### src/rtl/bdc_pkg.sv
package bdc_pkg;
  parameter int DIGITS   = 9;
  parameter int MANT_W   = 39;
  parameter int WORD_W   = 48;
  parameter int SIGN_POS = 46;
  parameter int CHAR_W   = 6;
  parameter int LEN_W    = 4;
  localparam int IDX_W   = $clog2(DIGITS);
  localparam int STEP_W  = $clog2(MANT_W);
  localparam int BCD_W   = 4 * DIGITS;

  typedef enum logic [1:0] {ST_IDLE, ST_CONV, ST_EMIT, ST_FIN} convState_t;

  typedef struct packed {
    logic             load;
    logic             step;
    logic             emit;
    logic             evalTrunc;
    logic [IDX_W-1:0] digitSel;
  } strobes_t;
endpackage

### src/rtl/bdc_control.sv
module bdc_control
  import bdc_pkg::*;
(
  input  logic             clk,
  input  logic             rstN,
  input  logic             start,
  input  logic [LEN_W-1:0] countIn,
  output strobes_t         strb,
  output logic [LEN_W-1:0] fieldLen,
  output logic             lastDigit,
  output logic             finished
);
  convState_t        state;
  logic [STEP_W-1:0] stepCnt;
  logic [IDX_W-1:0]  idx;
  logic [LEN_W-1:0]  clampLen;

  always_comb begin
    clampLen = (countIn > LEN_W'(DIGITS)) ? LEN_W'(DIGITS) : countIn;
  end

  always_ff @(posedge clk) begin
    if (!rstN) begin
      state    <= ST_IDLE;
      stepCnt  <= '0;
      idx      <= '0;
      fieldLen <= '0;
    end else begin
      unique case (state)
        ST_IDLE: if (start) begin
          fieldLen <= clampLen;
          stepCnt  <= '0;
          state    <= (clampLen == '0) ? ST_FIN : ST_CONV;
        end
        ST_CONV: begin
          stepCnt <= stepCnt + 1'b1;
          if (stepCnt == STEP_W'(MANT_W - 1)) begin
            state <= ST_EMIT;
            idx   <= IDX_W'(fieldLen - 1'b1);
          end
        end
        ST_EMIT: begin
          if (idx == '0) state <= ST_FIN;
          else           idx   <= idx - 1'b1;
        end
        default: state <= ST_IDLE;
      endcase
    end
  end

  always_comb begin
    strb.load      = (state == ST_IDLE) && start && (clampLen != '0);
    strb.step      = (state == ST_CONV);
    strb.emit      = (state == ST_EMIT);
    strb.evalTrunc = (state == ST_EMIT) && (idx == '0);
    strb.digitSel  = idx;
    lastDigit      = (state == ST_EMIT) && (idx == '0);
    finished       = (state == ST_FIN);
  end
endmodule

### src/rtl/bdc_datapath.sv
module bdc_datapath
  import bdc_pkg::*;
(
  input  logic              clk,
  input  logic              rstN,
  input  strobes_t          strb,
  input  logic [MANT_W-1:0] magIn,
  input  logic              signIn,
  input  logic [LEN_W-1:0]  fieldLen,
  output logic [CHAR_W-1:0] charOut,
  output logic              truncOk
);
  logic [MANT_W-1:0] magSh;
  logic [BCD_W-1:0]  bcd;
  logic [BCD_W-1:0]  adj;
  logic              negFlag;
  logic              dropNz;
  logic [3:0]        selDigit;

  for (genvar g = 0; g < DIGITS; g++) begin : g_adj
    assign adj[4*g +: 4] = (bcd[4*g +: 4] >= 4'd5) ? bcd[4*g +: 4] + 4'd3
                                                   : bcd[4*g +: 4];
  end

  always_comb begin
    dropNz   = 1'b0;
    selDigit = '0;
    for (int d = 0; d < DIGITS; d++) begin
      if ((LEN_W'(d) >= fieldLen) && (bcd[4*d +: 4] != 4'd0)) dropNz = 1'b1;
      if (strb.digitSel == IDX_W'(d)) selDigit = bcd[4*d +: 4];
    end
  end

  always_ff @(posedge clk) begin
    if (!rstN) begin
      magSh   <= '0;
      bcd     <= '0;
      negFlag <= 1'b0;
      truncOk <= 1'b1;
    end else if (strb.load) begin
      magSh   <= magIn;
      bcd     <= '0;
      negFlag <= signIn && (magIn != '0);
      truncOk <= 1'b1;
    end else if (strb.step) begin
      magSh <= magSh << 1;
      bcd   <= {adj[BCD_W-2:0], magSh[MANT_W-1]};
    end else if (strb.evalTrunc) begin
      truncOk <= truncOk & ~dropNz;
    end
  end

  always_comb begin
    charOut = '0;
    if (strb.emit) begin
      charOut[3:0]        = selDigit;
      charOut[CHAR_W-1]   = negFlag && (strb.digitSel == '0);
    end
  end
endmodule

### src/rtl/bin_dec_char_conv.sv
module bin_dec_char_conv
  import bdc_pkg::*;
(
  input  logic              clk,
  input  logic              rstN,
  input  logic              start,
  input  logic [WORD_W-1:0] wordIn,
  input  logic [LEN_W-1:0]  digitCount,
  output logic [CHAR_W-1:0] charOut,
  output logic              charValid,
  output logic              charLast,
  output logic              done,
  output logic              truncOk
);
  strobes_t         strb;
  logic [LEN_W-1:0] fieldLen;

  bdc_control u_ctl (
    .clk(clk), .rstN(rstN), .start(start), .countIn(digitCount),
    .strb(strb), .fieldLen(fieldLen), .lastDigit(charLast), .finished(done)
  );

  bdc_datapath u_dp (
    .clk(clk), .rstN(rstN), .strb(strb),
    .magIn(wordIn[MANT_W-1:0]), .signIn(wordIn[SIGN_POS]),
    .fieldLen(fieldLen), .charOut(charOut), .truncOk(truncOk)
  );

  assign charValid = strb.emit;
endmodule

### config.mk
export PLATFORM = sky130hd
export DESIGN_NAME = bin_dec_char_conv
export DESIGN_NICKNAME = d
export VERILOG_FILES = /design/src/rtl/bdc_pkg.sv /design/src/rtl/bdc_control.sv /design/src/rtl/bdc_datapath.sv /design/src/rtl/bin_dec_char_conv.sv
export SDC_FILE = /design/constraint.sdc
export NUM_CORES = 1
export LEC_CHECK = 0
export ABC_AREA = 1
export BUFFER_PORTS_ARGS = -buffer_cell sky130_fd_sc_hd__buf_2
export CELL_PAD_IN_SITES_DETAIL_PLACEMENT = 1
export CELL_PAD_IN_SITES_GLOBAL_PLACEMENT = 1
export CORE_AREA = 5 5 132 134
export CTS_BUF_LIST = sky130_fd_sc_hd__clkbuf_2
export DETAILED_ROUTE_END_ITERATION = 7
export DIE_AREA = 0 0 137 139
export PLACE_DENSITY_LB_ADDON = 0.1
export REMOVE_ABC_BUFFERS = 1
export SLEW_MARGIN = 20
export SYNTH_ARGS = -nofsm -noshare
export SYNTH_HDL_FRONTEND = slang
export SYNTH_SLANG_ARGS = --single-unit
### constraint.sdc
create_clock -name clk -period 3.5 [get_ports clk]
set_clock_uncertainty 0.15 [all_clocks]
set_input_delay 0.175 -clock clk [delete_from_list [all_inputs] [get_ports clk]]
set_output_delay 0.175 -clock clk [all_outputs]
set_load 0.02 [all_outputs]
Word level (Yosys, flattened, before mapping) --
Index checks and enable logic that the tools add are counted.
Cells by class: $add $sub $neg 12, order comparisons 19, eq/ne operators 16, multiplexer cells 42, bitwise logic cells 4, reduce and logical (&&, ||, !) cells 37
Operators with widths (count):
- 4-bit two-way mux | 21
- 39-bit two-way mux | 2
- 4-bit nonzero test | 10
- 39-bit nonzero test | 1
- 4-bit by 3-bit greater-or-equal comparator with 1-bit output, second input constant | 9
- 4-bit by 2-bit adder with 4-bit output, second input constant | 8
- 4-bit by 3-bit == test with 1-bit output, second input constant | 4
- 3-bit by 4-bit greater-or-equal comparator with 1-bit output, first input constant | 4
- 1-bit logical AND | 14
- 6-bit case mux with 2 select lines | 1
- 1-bit two-way mux | 10
- 4-bit by 2-bit == test with 1-bit output, second input constant | 2
- 1-bit by 4-bit greater-or-equal comparator with 1-bit output, first input constant | 2
- 2-bit by 4-bit greater-or-equal comparator with 1-bit output, first input constant | 2
- 4-bit logical NOT | 2
- 2-bit two-way mux | 4
- 4-bit case mux with 2 select lines | 1
- 4-bit by 1-bit subtractor with 4-bit output, second input constant | 2
- 6-bit by 1-bit adder with 6-bit output, second input constant | 1
- 6-bit == test, second input constant | 1
- 6-bit two-way mux | 1
- 2-bit case mux with 3 select lines | 1
- 2-bit AND reduction | 3
- 3-bit AND reduction | 2
- 15 further kinds | 22
Storage, ports and cells: flip-flop bits (word level) 93, bits of input ports 55, word-level logic and storage cells 138

Longest topological paths before layout --
depth after elaboration 13, depth in mapped cells 14, gate-level depth less buffers 13

By module --
A second synthesis with hierarchy kept.
Second synthesis, totals: cell total of the unflattened synthesis 773, area, all modules 5387.7 µm²
By module, submodules not included:
- bdc_datapath | instances 1, cells an instance 615, area an instance 4365.4 µm², sequential area each 1541.5 µm²
- bdc_control | instances 1, cells an instance 158, area an instance 1022.2 µm², sequential area each 320.3 µm²

Least setup slack after synthesis --
Ideal clock, no wire load.
path type reg2out, start register u_ctl.idx[1], end output port charOut[3], data arrival time 1.537 ns, path slack 1.638 ns, cell stages (with the launch flop) 15, path through dfxtp_1 inv_1 ha_1 buf_2 nor2_1 nand3_1 nand2_1 nand2_1 nand2_1 nand2_1 nand2_1 nand2_1 nand2_1 nand2_1 a21oi_2
On the way: cells in the longest elaborated chain, start to end 11, elaborated cells on any way between the ends 19, classes of those cells eq/ne (8); mux (10); reduce/logical (1)
RTL lines:
- start: declaration | line bdc_control.sv:15 | logic [IDX_W-1:0] idx;
- start signal: assignment | line bdc_control.sv:39 | idx <= IDX_W'(fieldLen - 1'b1);
- start signal: assignment | line bdc_control.sv:44 | else idx <= idx - 1'b1;
- 4-bit logical NOT | line bdc_datapath.sv:30 | if (strb.digitSel == IDX_W'(d)) selDigit = bcd[4*d +: 4];
- 4-bit two-way mux (8 in a row) | line bdc_datapath.sv:30
- 4-bit two-way mux * | line bdc_datapath.sv:30
- 4-bit two-way mux * | line bdc_datapath.sv:55 | if (strb.emit) begin
- end: declaration | line bin_dec_char_conv.sv:9 | output logic [CHAR_W-1:0] charOut,
Mark *: on every way between the ends. The rest lies on a longest branch, timed or not.

Final worst setup path --
start register u_ctl.state[0], end register u_ctl.state[0]
On the way: cells in the longest elaborated chain, start to end 3, elaborated cells on any way between the ends 8, classes of those cells eq/ne (5); mux (1); reduce/logical (2)
RTL lines:
- start: declaration | line bdc_control.sv:13 | convState_t state;
- start signal: assignment | line bdc_control.sv:33 | state <= (clampLen == '0) ? ST_FIN : ST_CONV;
- 2-bit == test (tied with other cells) | line bdc_control.sv:29 | unique case (state)
- 2-bit by 1-bit inequality test with 1-bit output (no source line) / 2-bit inequality test (equally long branches)
- 3-bit AND reduction (no source line)
Several ways; a longest one is shown, not always the timed one. A chain may end at the register's enable or synchronous reset.

==> impl_metrics.env <==
export IMPL_clockRootBuffer="clkbuf_2"
export IMPL_critPathMaxStageDelay_ps=570
export IMPL_cp_num_buf_inv=3
export IMPL_yosysTopAreaCellShare_pct=33.6
export IMPL_drc_errors=0
export IMPL_power_mw=4.02
export IMPL_seq_area_frac_synth_pct=33.6
export IMPL_final_nets=987
export IMPL_clock_sinks=93
export IMPL_insertion_delay_ps=620
export IMPL_portBuffers=55
export IMPL_cts_htree_levels=3
export IMPL_hold_ws_ps=190
export IMPL_start_util_pct=34.2
export IMPL_finalMaxSlewViolations=0
export IMPL_ys_types=41
export IMPL_postCtsHoldBufs=71
export IMPL_maxCapViolations=0
export IMPL_synth_warnings=0
export IMPL_r2r_slack_ps=320
export IMPL_synthCells=791
export IMPL_synth_area_sq_mm=0.00553
export IMPL_fin_crit_sh_pct=90.8
export IMPL_synth_simple_area_share_pct=26.0
export IMPL_worstPathArrival_ps=3560
export IMPL_hold_viol=0
export IMPL_setup_viol_count_final=0
export IMPL_cp_slowest_cell="dlygate4sd3_1"
export IMPL_placed_cells=1036
export IMPL_setup_ws_ps=323
export IMPL_post_route_min_period_ps=3180
export IMPL_path_class="reg -> reg"
export IMPL_drt_total_wl_um=16400
export IMPL_p_leak_nw=2.80
export IMPL_viasPerCell=4.98
export IMPL_async_flop_share_pct=0
export IMPL_wire_per_inst_um=14.6
export IMPL_synth_xor_area_share_pct=2.69
export IMPL_crit_required_ps=3880
export IMPL_die_h_um=139
export IMPL_synth_seq_cells=93
export IMPL_gp_congestion=0.780
export IMPL_rows=47
export IMPL_critical_path_cell_chain="ha_4 > inv_2 > nor2_1 > nor3_2 > o21ai_0 > dlygate4sd3_1 > a31oi_1 > dlygate4sd3_1"
export IMPL_cts_resized=0
export IMPL_final_cell_mix="nand2_1 (160), inv_1 (98), dfxtp_1 (93)"
export IMPL_hold_class="in -> reg"
export IMPL_slew_headroom_pct=55.4
export IMPL_cp_max_fo=43
export IMPL_ios=65
export IMPL_stdcell_count=1124
export IMPL_synth_fa_ha_area_share_pct=7.69
export IMPL_fmax_mhz=315
export IMPL_finalCoreUtilization_pct=41.8
export IMPL_area_delta_synth_final_pct=22.1
export IMPL_cts_tree="done"
export IMPL_synthMuxAreaShare_pct=1.09
export IMPL_syn_area_per_cell_sq_um=7.00
export IMPL_grt_max_degree=63
export IMPL_grt_overflow=0
export IMPL_clk_path_buf_depth=2
export IMPL_post_cts_buffers=0
export IMPL_dpl_worst_slack_ps=1120
export IMPL_ant_nets=0
export IMPL_grtUsageTotal_pct=17.9
export IMPL_coreArea_sq_mm=0.0162
export IMPL_path_common_cell="dlygate4sd3_1"
export IMPL_clk_pin_slew_ps=270
export IMPL_drt_pass1_iterations=4
export IMPL_status="finished clean"
export IMPL_grt_pass1_wl_um=28200
export IMPL_tightest_slew_ps=669
export IMPL_synth_compound_area_share_pct=18.0
export IMPL_reg2reg_depth=8
export IMPL_crit_cells=8
export IMPL_die_area_sq_mm=0.0190
export IMPL_cts_made_buffers=9
export IMPL_whs_path_depth=4
export IMPL_antenna_found_initial=1
export IMPL_vdd_ir_drop_worst_mv=0.238
export IMPL_yosysTopAreaCell="dfxtp_1"
export IMPL_synth_enable_flop_cells=0
export IMPL_layout_drive_gt1_share_pct=12.2
export IMPL_hpwl_um=11400
export IMPL_ys_top_cells_by_area="dfxtp_1 (34%), nand2_1 (11%), ha_1 (7.7%)"
export IMPL_rsz0062_at_grt="no"
export IMPL_synth_flop_cell="dfxtp_1"
export IMPL_synth_top_family_by_area="simple AND/OR/NAND/NOR gates"
export IMPL_fp_dieW_um=137
export IMPL_layout_cells_most_common="nand2_1"
export IMPL_grt_pass1_vias=5916
export IMPL_endpoint_kind="flip-flop"
export IMPL_cp_top_family="buffers and inverters"
export IMPL_startpoint_type="flip-flop"
export IMPL_via_count=5602
export IMPL_powerDensity_mw_per_mm2=595
export IMPL_drt_initial_drc_count=184
[metrics by stage]
stage                     TNS, ps  cell area, sq um
after floorplan              -305              5330
after global placement          0              5920
after detailed placement        0              5920
after CTS                       0              6750
after global routing            0              6760
final                           0              6760
[power breakdown]
part	total, mW	switching (mW)	internal (mW)
logic	1.93	1.24	0.681
registers	1.50	0.216	1.29
clock network	0.591	0.416	0.175
total	4.02	1.88	2.14
[flip-flops by register name (all words and copies together) (netlist names)]
name and cells:
u_dp.magSh 39, u_dp.bcd 36, u_ctl.stepCnt 6, u_ctl.fieldLen 4, u_ctl.idx 4, u_ctl.state 2, u_dp.negFlag 1, u_dp.truncOk 1
[routing by layer]
layer,global-route usage (%),part of all wire [%]
met5,0,0
met4,5.09,1.3
met3,2.87,2.8
met2,31.6,50
met1,22.4,46
[kinds of logic (layout without fill, tap and decap cells)]
kind of cell,Yosys count,in the layout
buffers and inverters,140,252
adders and majority gates,34,34
AOI/OAI and AO/OA,178,178
DFF,93,93
xor gates and xnor gates,17,17
muxes,6,6
other,1,2
and+or+nand+nor,322,322
[tightest hold or removal path: cells and delay by family]
family          cells  cell delay [ps]
simple gates        1               50
compound gates      1               60
buf+inv             2              640
[synth_stat cells (4+ instances only)]
| master | n |
|---|---|
| nand2_1 | 160 |
| inv_1 | 98 |
| dfxtp_1 | 93 |
| nand3_1 | 64 |
| o21ai_0 | 56 |
| a21oi_1 | 53 |
| nor2_1 | 42 |
| a31oi_1 | 37 |
| ha_1 | 34 |
| xor2_1 | 17 |
| nor3_1 | 16 |
| clkbuf_1 | 11 |
| buf_2 | 10 |
| o22ai_1 | 9 |
| or2_2 | 8 |
| inv_2 | 7 |
| nor4_1 | 7 |
| o21ai_1 | 7 |
| a211oi_1 | 6 |
| buf_4 | 6 |
| mux2i_1 | 6 |
| nand4_1 | 6 |
| a21oi_2 | 4 |
| buf_6 | 4 |
| nand2_2 | 4 |
[layout make-up]
| type | count | area (sq um) |
|---|---|---|
| fill | 2072 | 9420 |
| inverter | 106 | 398 |
| tap | 220 | 275 |
| antenna | 1 | 2.50 |
| timing repair buffer | 130 | 1020 |
| clock inverter | 6 | 68.8 |
| multi-input combinational | 558 | 3080 |
| sequential | 93 | 1860 |
| clock buffer | 10 | 50.0 |
[final timing paths]
check / from / endpoint
min reg2reg: u_dp.truncOk / u_dp.truncOk
min: wordIn[38] / u_dp.magSh[38]
max: u_ctl.state[0] / u_ctl.state[0]
max reg2reg: u_ctl.state[0] / u_ctl.state[0]
Note: power is estimated with default switching activity, not from simulation.
